`src/rtl/adc_win_pkg.sv`:
```
package adc_win_pkg;

  typedef enum logic [2:0] {
    WIN_OFF          = 3'd0,
    WIN_ABOVE_LO     = 3'd1,
    WIN_BELOW_HI     = 3'd2,
    WIN_INSIDE       = 3'd3,
    WIN_SWAPPED_BAND = 3'd4
  } win_mode_e;

  typedef struct packed {
    logic gt;
    logic lt;
  } cmp_res_t;

  localparam int unsigned NUM_THR = 2;
  localparam int unsigned THR_LO  = 0;
  localparam int unsigned THR_HI  = 1;

endpackage

```
`src/rtl/adc_win_cmp.sv`:
```
module adc_win_cmp
  import adc_win_pkg::*;
#(
  parameter int unsigned DATA_W = 12
) (
  input  logic [DATA_W-1:0] val_i,
  input  logic [DATA_W-1:0] ref_i,
  input  logic              signed_en_i,
  output cmp_res_t          res_o
);
  localparam int unsigned EXT_W = DATA_W + 1;

  logic signed [EXT_W-1:0] val_x;
  logic signed [EXT_W-1:0] ref_x;

  // extending with the sign bit or a zero lets one signed compare serve both modes
  always_comb begin
    val_x    = {signed_en_i & val_i[DATA_W-1], val_i};
    ref_x    = {signed_en_i & ref_i[DATA_W-1], ref_i};
    res_o.gt = (val_x > ref_x);
    res_o.lt = (val_x < ref_x);
  end
endmodule

```
`src/rtl/adc_win_decode.sv`:
```
module adc_win_decode
  import adc_win_pkg::*;
(
  input  logic [2:0] mode_i,
  input  cmp_res_t   vs_lo_i,
  input  cmp_res_t   vs_hi_i,
  output logic       hit_o
);
  win_mode_e mode;

  always_comb begin
    mode = win_mode_e'(mode_i);
    case (mode)
      WIN_ABOVE_LO:     hit_o = vs_lo_i.gt;
      WIN_BELOW_HI:     hit_o = vs_hi_i.lt;
      WIN_INSIDE:       hit_o = vs_lo_i.gt & vs_hi_i.lt;
      WIN_SWAPPED_BAND: hit_o = vs_hi_i.gt & vs_lo_i.lt;
      default:          hit_o = 1'b0; // off and reserved codes
    endcase
  end
endmodule

```
`src/rtl/adc_win_flag.sv`:
```
module adc_win_flag (
  input  logic clk_i,
  input  logic rst_ni,
  input  logic event_i,
  input  logic clr_i,
  output logic flag_o,
  output logic irq_o
);
  always_ff @(posedge clk_i or negedge rst_ni) begin
    if (!rst_ni) begin
      flag_o <= 1'b0;
      irq_o  <= 1'b0;
    end else begin
      irq_o <= event_i;
      if (event_i)    flag_o <= 1'b1; // a new match outranks a clear
      else if (clr_i) flag_o <= 1'b0;
    end
  end
endmodule

```
`src/rtl/adc_window_monitor.sv`:
```
module adc_window_monitor
  import adc_win_pkg::*;
#(
  parameter int unsigned DATA_W = 12
) (
  input  logic              clk_i,
  input  logic              rst_ni,
  input  logic              res_valid_i,
  input  logic [DATA_W-1:0] res_data_i,
  input  logic [DATA_W-1:0] thr_lo_i,
  input  logic [DATA_W-1:0] thr_hi_i,
  input  logic [2:0]        win_mode_i,
  input  logic              diff_mode_i,
  input  logic              flag_clr_i,
  output logic              match_flag_o,
  output logic              match_irq_o
);
  logic [DATA_W-1:0] thr [NUM_THR];
  cmp_res_t          cmp [NUM_THR];
  logic              hit;

  assign thr[THR_LO] = thr_lo_i;
  assign thr[THR_HI] = thr_hi_i;

  for (genvar g = 0; g < NUM_THR; g++) begin : g_cmp
    adc_win_cmp #(.DATA_W(DATA_W)) u_cmp (
      .val_i       (res_data_i),
      .ref_i       (thr[g]),
      .signed_en_i (diff_mode_i),
      .res_o       (cmp[g])
    );
  end

  adc_win_decode u_dec (
    .mode_i  (win_mode_i),
    .vs_lo_i (cmp[THR_LO]),
    .vs_hi_i (cmp[THR_HI]),
    .hit_o   (hit)
  );

  adc_win_flag u_flag (
    .clk_i   (clk_i),
    .rst_ni  (rst_ni),
    .event_i (res_valid_i & hit),
    .clr_i   (flag_clr_i),
    .flag_o  (match_flag_o),
    .irq_o   (match_irq_o)
  );
endmodule

```
`config.mk`:
```
export PLATFORM = sky130hd
export DESIGN_NAME = adc_window_monitor
export DESIGN_NICKNAME = d
export VERILOG_FILES = /design/src/rtl/adc_win_pkg.sv /design/src/rtl/adc_win_cmp.sv /design/src/rtl/adc_win_decode.sv /design/src/rtl/adc_win_flag.sv /design/src/rtl/adc_window_monitor.sv
export SDC_FILE = /design/constraint.sdc
export NUM_CORES = 1
export LEC_CHECK = 0
export BUFFER_PORTS_ARGS = -buffer_cell sky130_fd_sc_hd__buf_2
export CAP_MARGIN = 20
export CORE_MARGIN = 3
export CORE_UTILIZATION = 44
export CTS_CLUSTER_SIZE = 28
export DETAILED_ROUTE_END_ITERATION = 7
export PLACE_DENSITY = 0.87
export SLEW_MARGIN = 20
export SYNTH_ARGS = -nofsm -noshare
export SYNTH_HDL_FRONTEND = slang
export SYNTH_SLANG_ARGS = --single-unit
```
`constraint.sdc`:
```
create_clock -name clk_i -period 1.1 [get_ports clk_i]
set_input_delay 0.165 -clock clk_i [delete_from_list [all_inputs] [get_ports clk_i]]
set_output_delay 0.165 -clock clk_i [all_outputs]
set_load 0.01 [all_outputs]
```
==> run summary, run 1 <==
The share of the clock period used by the worst path after layout was 1.49. The final reports fail on setup timing. Dividing total power by cell area gives a power density of 556 nW/um^2. The global-route usage over all layers was 0.225.

From bottom edge to top edge, the die measures 48.8 um. The maximum fanout along the worst path works out to 2. The number of nets in the final layout was 234; the detailed-route wire length per cell was 15.2 um. After synthesis the cells add up to 805 sq um. The synthesized-area fraction occupied by adder cells came out at 0.373. In this run the core area contains 14 standard-cell rows.

The number of warnings reported in the yosys synthesis log is 0. The run gives 0 as the post-detailed-route DRC marker count. The number of detailed-routing iterations run before antenna repair was 4; the detailed-route via count was 1016.

The logs give 0 for the max capacitance violation total and 2860 um for the total wire length. At the end of routability-driven placement, the weighted congestion stood at 0.732. The predominant post-synthesis flop cell was dfrtp_1. The initial antenna violation count is 0. After filler insertion, the fill cell instance count of the layout stands at 78.

The via density per instance was 5.40. The critical path arrival was 1.75 ns. The count of inserted antenna diode cells was 0; the share of cells above drive strength 1 was 0.567.

Worst hold path class: in2reg. The relative max-transition margin came out at 0.782. The area share of xor/xnor cells in the synthesized design is 0.0218, and the buffer levels on the longest clock path is 2. For this design the static power due to leakage is 0.738 nW. Total power for the finished layout comes to 0.808 mW.

For the final cell utilization of the core, the log shows 0.901. The logs give 3 for the clock buffer count from CTS and 184 for the number of cells after detailed placement. On the final layout, the worst clock skew is 0 ns.

The post-synthesis compound-gate area fraction is 0.229, and the worst path setup slack after routing is -0.540 ns. Entering global routing, the biggest net connects 7 pins. The endpoint class of the critical path was a register. Setup violations remaining at the end of the flow were counted as 2. The mux contribution to synthesized area works out to 0.0187. TritonCTS built the clock tree. The synthesized design contains 0 enable-type register cells. The flow ran to the end, but the final reports show violations. CTS saw 2 sinks.

The count of input and output buffers is 45. The detailed router finished its first iteration with 19 violations. The synthesized design contains 2 register bits. The HPWL reported at the end of detailed placement is 1880 um. VDD sags by at most 0.450 mV. For the pin with the worst max-slew slack, the measured transition is 0.327 ns. The level count of the clock H-tree is 1.

The die is 48.8 um wide. The number of global-route vias before repair came out at 1092. The floorplan step defined a die boundary enclosing 2380 sq um. Counting every instance in the synthesized netlist gives 107.

The main combinational cell family by area after synthesis is adder cells. Total count of max-transition violations in the final report: 0. The hold violation total from the final report is 0.

Critical path start-end classification: in2reg. The simple-gate area share of the yosys netlist was 0.165. The logs give 0.0622 for the proportion of synthesized chip area in sequential cells and 188 for the count of non-filler cells in the finished layout. The run gives 46 as the I/O pin count.

Setup repair after global routing could not meet its margin everywhere. The later pin in the worst-skew pair is clocked with a latency of 0.23 ns. For the global-route wire length before repair, the log shows 4330 um.

Compared with the post-synthesis result, the final layout area differs by 80.6%. The required time of the critical path was 1.21 ns; the count of cell types in the netlist was 33. The share of flip-flops with an asynchronous set or reset after synthesis was 1.00; the initial cell density of the core was 0.499. Root buffer cell: clkbuf_4. The post-CTS clock slew at the launch and capture registers of the worst setup and hold paths came out at 0.03 ns. The final critical-path required period works out to 1.64 ns. The antenna violation net count after detailed routing was 0.

Counting every net in the synthesized netlist gives 175. Each instance of the synthesized netlist takes up on average 7.52 sq um. The global-route congestion overflow total was 0. STA classifies the critical path startpoint as a primary input. The core region is 1610 sq um. The run gives 0.610 GHz as the highest achievable clock rate.
## layout by cell type, fill, tap and decap left out, types with 2 or more instances in the layout
cell	n
buf_2	36
inv_1	19
ha_4	14
ha_1	10
buf_4	9
inv_2	7
nand2_1	5
buf_6	5
nand3_1	4
a21oi_1	4
a21oi_2	3
a21o_1	3
clkbuf_4	3
buf_8	3
nor2b_1	2
xor2_1	2
nand4_1	2
nand3_2	2
nor2_1	2
a211oi_2	2
o21ai_1	2
dfrtp_1	2
## layer usage
metal | vias up | track usage | part of all wire
li1 | 490 | - | -
met1 | 461 | 0.212 | 0.38
met2 | 51 | 0.455 | 0.53
met3 | 14 | 0.0337 | 0.046
met4 | 0 | 0.114 | 0.050
met5 | - | 0 | 0
## registers in the layout, summed over array words and instances, names as in the netlist
name           cells
u_flag.flag_o      1
u_flag.irq_o       1
## final cells by class
class	instances	area (sq um)	area share
Timing Repair Buffer	54	359	0.247
Inverter	28	120	0.0827
Multi-Input combinational cell	77	871	0.599
Clock buffer	3	22.5	0.0155
Sequential cell	2	50.0	0.0345
Tap cell	24	30.0	0.0207
## worst max-delay path: stages
cell and delay (ns):
buf_2 0.09, inv_2 0.04, ha_4 0.25, nand4_1 0.16, nor2_2 0.20, o311ai_2 0.13
nand2_2 0.11, mux2_4 0.31, a221o_1 0.29
## per-stage QoR
stage | setup TNS [ns] | hold slack, ns | setup slack, ns | cell area [sq um]
CTS | -0.817 | 0.235 | -0.475 | 1400
finish | -0.973 | 0.231 | -0.540 | 1450
detailed placement | -1.56 | -0.0487 | -0.849 | 1210
global placement | -1.49 | -0.0501 | -0.816 | 1210
floorplan | -1.03 | -0.131 | -0.588 | 891
global route | -1.15 | 0.255 | -0.638 | 1450
## cell usage after synthesis (2+ instances only)
master / number / share of area
nand3_1: 6 / 0.037
ha_1: 24 / 0.37
nor2_1: 3 / 0.014
nor2b_1: 2 / 0.016
nand2_1: 5 / 0.023
o21ai_0: 2 / 0.012
inv_1: 28 / 0.13
a21oi_1: 7 / 0.044
a21o_1: 3 / 0.028
xor2_1: 2 / 0.022
dfrtp_1: 2 / 0.062
nand4_1: 2 / 0.016
## logic make-up (layout without fill, tap and decap cells)
family                   count (synthesis)  in the layout
adder cells (fa/ha/maj)                 24             24
multiplexers                             1              1
flip-flops                               2              2
buffers and inverters                   28             85
XOR/XNOR                                 2              2
AND/OR/NAND/NOR                         25             25
AO/OA/AOI/OAI                           25             25
## path summary, 6_finish.rpt
kind | cells past startpoint | to | slack (ns) | from
setup / recovery | 9 | u_flag.flag_o | -0.54 | thr_hi_i[7]
hold / removal | 3 | u_flag.flag_o | 0.23 | flag_clr_i
setup reg to reg | 1 | u_flag.flag_o | 0.27 | u_flag.flag_o
hold reg to reg | 1 | u_flag.flag_o | 0.51 | u_flag.flag_o
max in group asynchronous | 2 | u_flag.irq_o | 0.74 | rst_ni
min in group asynchronous | 2 | u_flag.flag_o | 0.26 | rst_ni
## repair_timing
| action | in CTS | in global routing |
|---|---|---|
| hold buffers | 1 | 0 |
| resized for setup | 27 | 13 |
| setup buffers | 0 | 0 |
| endpoints found under the setup margin | 2 | 2 |
| pin swaps | 14 | 1 |
| hold endpoints to repair | 2 | 0 |
## where the power goes
| part | switching (mW) | internal [mW] |
|---|---|---|
| Sequential | 0.00331 | 0.0823 |
| Clock | 0.0464 | 0.121 |
| Combinational | 0.260 | 0.295 |
| Total | 0.309 | 0.499 |
Power figures use the tool's default switching activity.
==> run 2, diff against run 1 <==
Settings changed: ABC_AREA set to 1, CORE_UTILIZATION 44 to 45.
==> run 2 against run 1 <==
Net effect:
- the run still ends with setup timing left
- fmax increased by 13%
- flip-flop and latch count unchanged
- worst hold slack lost 0.085 ns
- largest power group unchanged
- critical path type unchanged
- total power rose by 9.8%
- wire length is 22% higher
- critical path depth up 6
- sequential share of layout area decreased by 0.22 points
- critical endpoint is now u_flag.irq_o
==> run summary, run 2 <==
The critical path startpoint category was a primary input (unchanged). The gate count of the mapped netlist was 146 (was 107); the total design power was 0.887 mW (was 0.808 mW). The highest-utilization routing layer at the global route stage is met2 (unchanged). The run gives 0.234 (was 0.225) as the global-route usage over all layers.

The count of cell types in the netlist was 16 (was 33); the relative max-transition margin was 0.809 (was 0.782). For the number of nets produced by synthesis, the log shows 214 (was 175). Worst hold path class: in2reg (unchanged).

The post-CTS clock slew at the launch and capture registers of the worst setup and hold paths was 0.04 ns (was 0.03 ns); the met2 track utilization from global routing was 0.493 (was 0.455). Count of input and output buffers: 45 (unchanged). Most frequent cells in the layout: buf_2, inv_1, nand2_1 (was buf_2, inv_1, ha_4). The max capacitance violation total was 0 (unchanged); the hold violation total from the final report was 0 (unchanged).

The row count came out at 15 (was 14). TritonCTS built the clock tree. For the leakage power of the design, the log shows 0.892 nW (was 0.738 nW). The initial cell density of the core came out at 0.493 (was 0.499). Violations in the final reports: setup timing (unchanged). The tools report the worst slack at placement as -0.556 ns (was -0.849 ns). Leading cell type by number of instances after synthesis: inv_1 (unchanged). For the full die area, the log shows 2520 sq um (was 2380 sq um). Cell with the largest stage delay on the worst path: ha_4 (was mux2_4).

The proportion of netlist area held by the largest area contributor was 0.342 (was 0.373). For the number of cells after detailed placement, the log shows 222 (was 184). The I/O pin count was 46 (unchanged); the met1 demand-to-capacity share in global routing was 0.211 (was 0.212). Count of inserted antenna diode cells: 0 (unchanged). The measured slew at the worst slew-check pin works out to 0.286 ns (was 0.327 ns). Post-synthesis to final-layout area growth: 76.5% (was 80.6%).

The logs give 0 (unchanged) for the number of warnings reported in the yosys synthesis log and 0.712 (was 0.732) for the final weighted congestion of routability-driven global placement. The final standard cell area without fillers was 1550 sq um (was 1450 sq um). Predominant post-synthesis flop cell: dfrtp_1 (unchanged). Number of nets in the final layout: 273 (was 234). The required time of the critical path came out at 1.22 ns (was 1.21 ns). For the worst path setup slack after routing, the log shows -0.356 ns (was -0.540 ns). The run gives 25 (was 19) as the violation count after the first detailed-routing iteration. Synth area leaders: ha_1, inv_1, nand2_1, nand3_1, dfrtp_1 (was ha_1, inv_1, dfrtp_1, a21oi_1, nand3_1).

The delay of the slowest cell on the worst path was 0.27 ns (was 0.31 ns); the highest achievable clock rate was 0.687 GHz (was 0.610 GHz). The global-route wire length before repair was 4590 um (was 4330 um); the antenna violation net count after detailed routing was 0 (unchanged). The root buffer cell is clkbuf_4 (unchanged).

Largest registers in the final layout: u_flag.flag_o (1), u_flag.irq_o (1) (unchanged). The maximum fanout along the worst path was 2 (unchanged). The detailed-route wire length per cell is 15.3 um (was 15.2 um). The tools report the buffer levels on the longest clock path as 2 (unchanged).

The run gives 0.525 mV (was 0.450 mV) as the highest ir drop seen on vdd. The share of flip-flops with an asynchronous set or reset after synthesis works out to 1.00 (unchanged). For the standard cell area after detailed placement, the log shows 1330 sq um (was 1210 sq um).

For the count of non-filler cells in the finished layout, the log shows 228 (was 188). The flop and latch count out of synthesis came out at 2 (unchanged). The cell taking the most area after synthesis is ha_1 (unchanged). The detailed-route via count was 1209 (was 1016). Critical path arrival: 1.58 ns (was 1.75 ns). The leading cell type in the layout, fill and taps excluded is buf_2 (unchanged). Critical path start-end classification: in2reg (unchanged). The power density over the cells is 572 nW/um^2 (was 556 nW/um^2).

The final critical-path required period is 1.46 ns (was 1.64 ns). The clock net sink count was 2 (unchanged); the height of the die was 50.2 um (was 48.8 um). Most numerous cell types in the synthesized netlist: inv_1, nand2_1, ha_1 (was inv_1, ha_1, a21oi_1). For the post-detailed-route DRC marker count, the log shows 0 (unchanged). The run gives 3 (unchanged) as the clock buffer count from CTS. For the worst clock skew, the log shows 0 ns (unchanged). Cells along the critical path: buf_2, ha_4, nand2_1, inv_1, nand3b_1, nand3_2, nand3_2, nand2_2, nand2_2, nand2_2, nor2_2, nand2_1, nand3_1, nand2_1, inv_1 (was buf_2, inv_2, ha_4, nand4_1, nor2_2, o311ai_2, nand2_2, mux2_4, a221o_1).

The share of cells above drive strength 1 came out at 0.547 (was 0.567). For the total wire length, the log shows 3490 um (was 2860 um). The logs give 1780 sq um (was 1610 sq um) for the core region area and 878 sq um (was 805 sq um) for the post-synthesis instance area. The pin count of the biggest net entering global routing was 6 (was 7); the total setup violations reported at the end of the flow was 2 (unchanged).

The flow ran to the end, but the final reports show violations. Horizontal extent of the die: 50.2 um (was 48.8 um). Number of global-route vias before repair: 1170 (was 1092).

The endpoint class of the critical path is a register (unchanged). Global-route congestion overflow total: 0 (unchanged). Setup repair after global routing could not meet its margin everywhere. Via density per instance: 5.30 (was 5.40).

The logs give 0 (unchanged) for the total count of max-transition violations in the final report and 0 (unchanged) for the initial antenna violation count. The proportion of synthesized chip area in sequential cells is 0.0570 (was 0.0622), and the HPWL reported at the end of detailed placement is 2080 um (was 1880 um). The average instance area after synthesis works out to 6.02 sq um (was 7.52 sq um). Share of the clock period used by the worst path after layout: 1.32 (was 1.49). The number of enable-type register cells in the synthesized netlist was 0 (unchanged); the number of detailed-routing iterations run before antenna repair was 4 (unchanged).

The tools report the clock latency at the later pin of the worst-skew pair as 0.25 ns (was 0.23 ns). The global-route track usage on met3 is 0.0297 (was 0.0337), and the level count of the clock H-tree is 1 (unchanged).
-- run 2: cell types whose count changed in the layout (fill, tap and decap cells not counted), moves of 6 or more --
cell / previous run / this run
inv_1: 19 / 30
nand2_1: 5 / 27
nand2_2: 1 / 7
nand3_2: 2 / 9
nor2_2: 1 / 8
-- run 2: cell families (layout without fill, tap and decap cells) --
logic type | after synthesis | in the layout | synth area share
fa+ha+maj | 24 | 24 | 0.342
buf+inv | 43 | 100 | 0.184
compound gates | 10 | 10 | 0.0698
simple gates | 67 | 67 | 0.348
flops | 2 | 2 | 0.0570
-- run 2: metal layers --
metal / part of all wire / routed length [um]
met2: 0.55 / 1900
met3: 0.067 / 235
met5: 0 / 0
met1: 0.32 / 1130
met4: 0.065 / 225
-- run 2: cell type report --
class,instances,area [sq um]
multi-input combinational,101,927
sequential,2,50.0
clock buffer,3,22.5
inverter,43,184
tap,25,31.3
fill,97,233
timing repair buffer,54,335
-- run 2: path summary, 6_finish.rpt --
path	from	end	slack, ns	cells past startpoint
max	res_data_i[2]	u_flag.irq_o	-0.36	15
min in group asynchronous	rst_ni	u_flag.flag_o	0.27	2
max reg2reg	u_flag.flag_o	u_flag.flag_o	0.50	2
min reg2reg	u_flag.flag_o	u_flag.flag_o	0.48	2
min	res_valid_i	u_flag.flag_o	0.15	3
max in group asynchronous	rst_ni	u_flag.irq_o	0.71	2
-- run 2: worst max-delay path, delay by kind of cell --
kind	cells	cell delay (ns)
simple gates	11	0.87
buf+inv	3	0.27
fa+ha+maj	1	0.27
-- run 2: report_power, final --
| part | switching, mW | internal (mW) | leakage [nW] | total, mW |
|---|---|---|---|---|
| clock | 0.0693 | 0.122 | 0.0138 | 0.192 |
| sequential | 0.00264 | 0.0808 | 0.0268 | 0.0835 |
| combinational | 0.318 | 0.294 | 0.851 | 0.612 |
-- run 2: through the flow --
step / utilization / TNS, ns / hold WS [ns]
detailed placement: 0.744 / -1.11 / -0.0480
global placement: 0.744 / -0.966 / -0.0518
global route: 0.869 / -0.876 / 0.168
CTS: 0.830 / -0.413 / 0.136
finish: 0.869 / -0.684 / 0.147
floorplan: - / -0.500 / -0.131
-- run 2: what timing repair did --
item,in CTS,in global routing
hold buffers,1,0
gates resized for setup,26,14
endpoints found under the hold margin,2,0
pin swaps,25,12
setup buffers,1,1
endpoints found under the setup margin,2,2
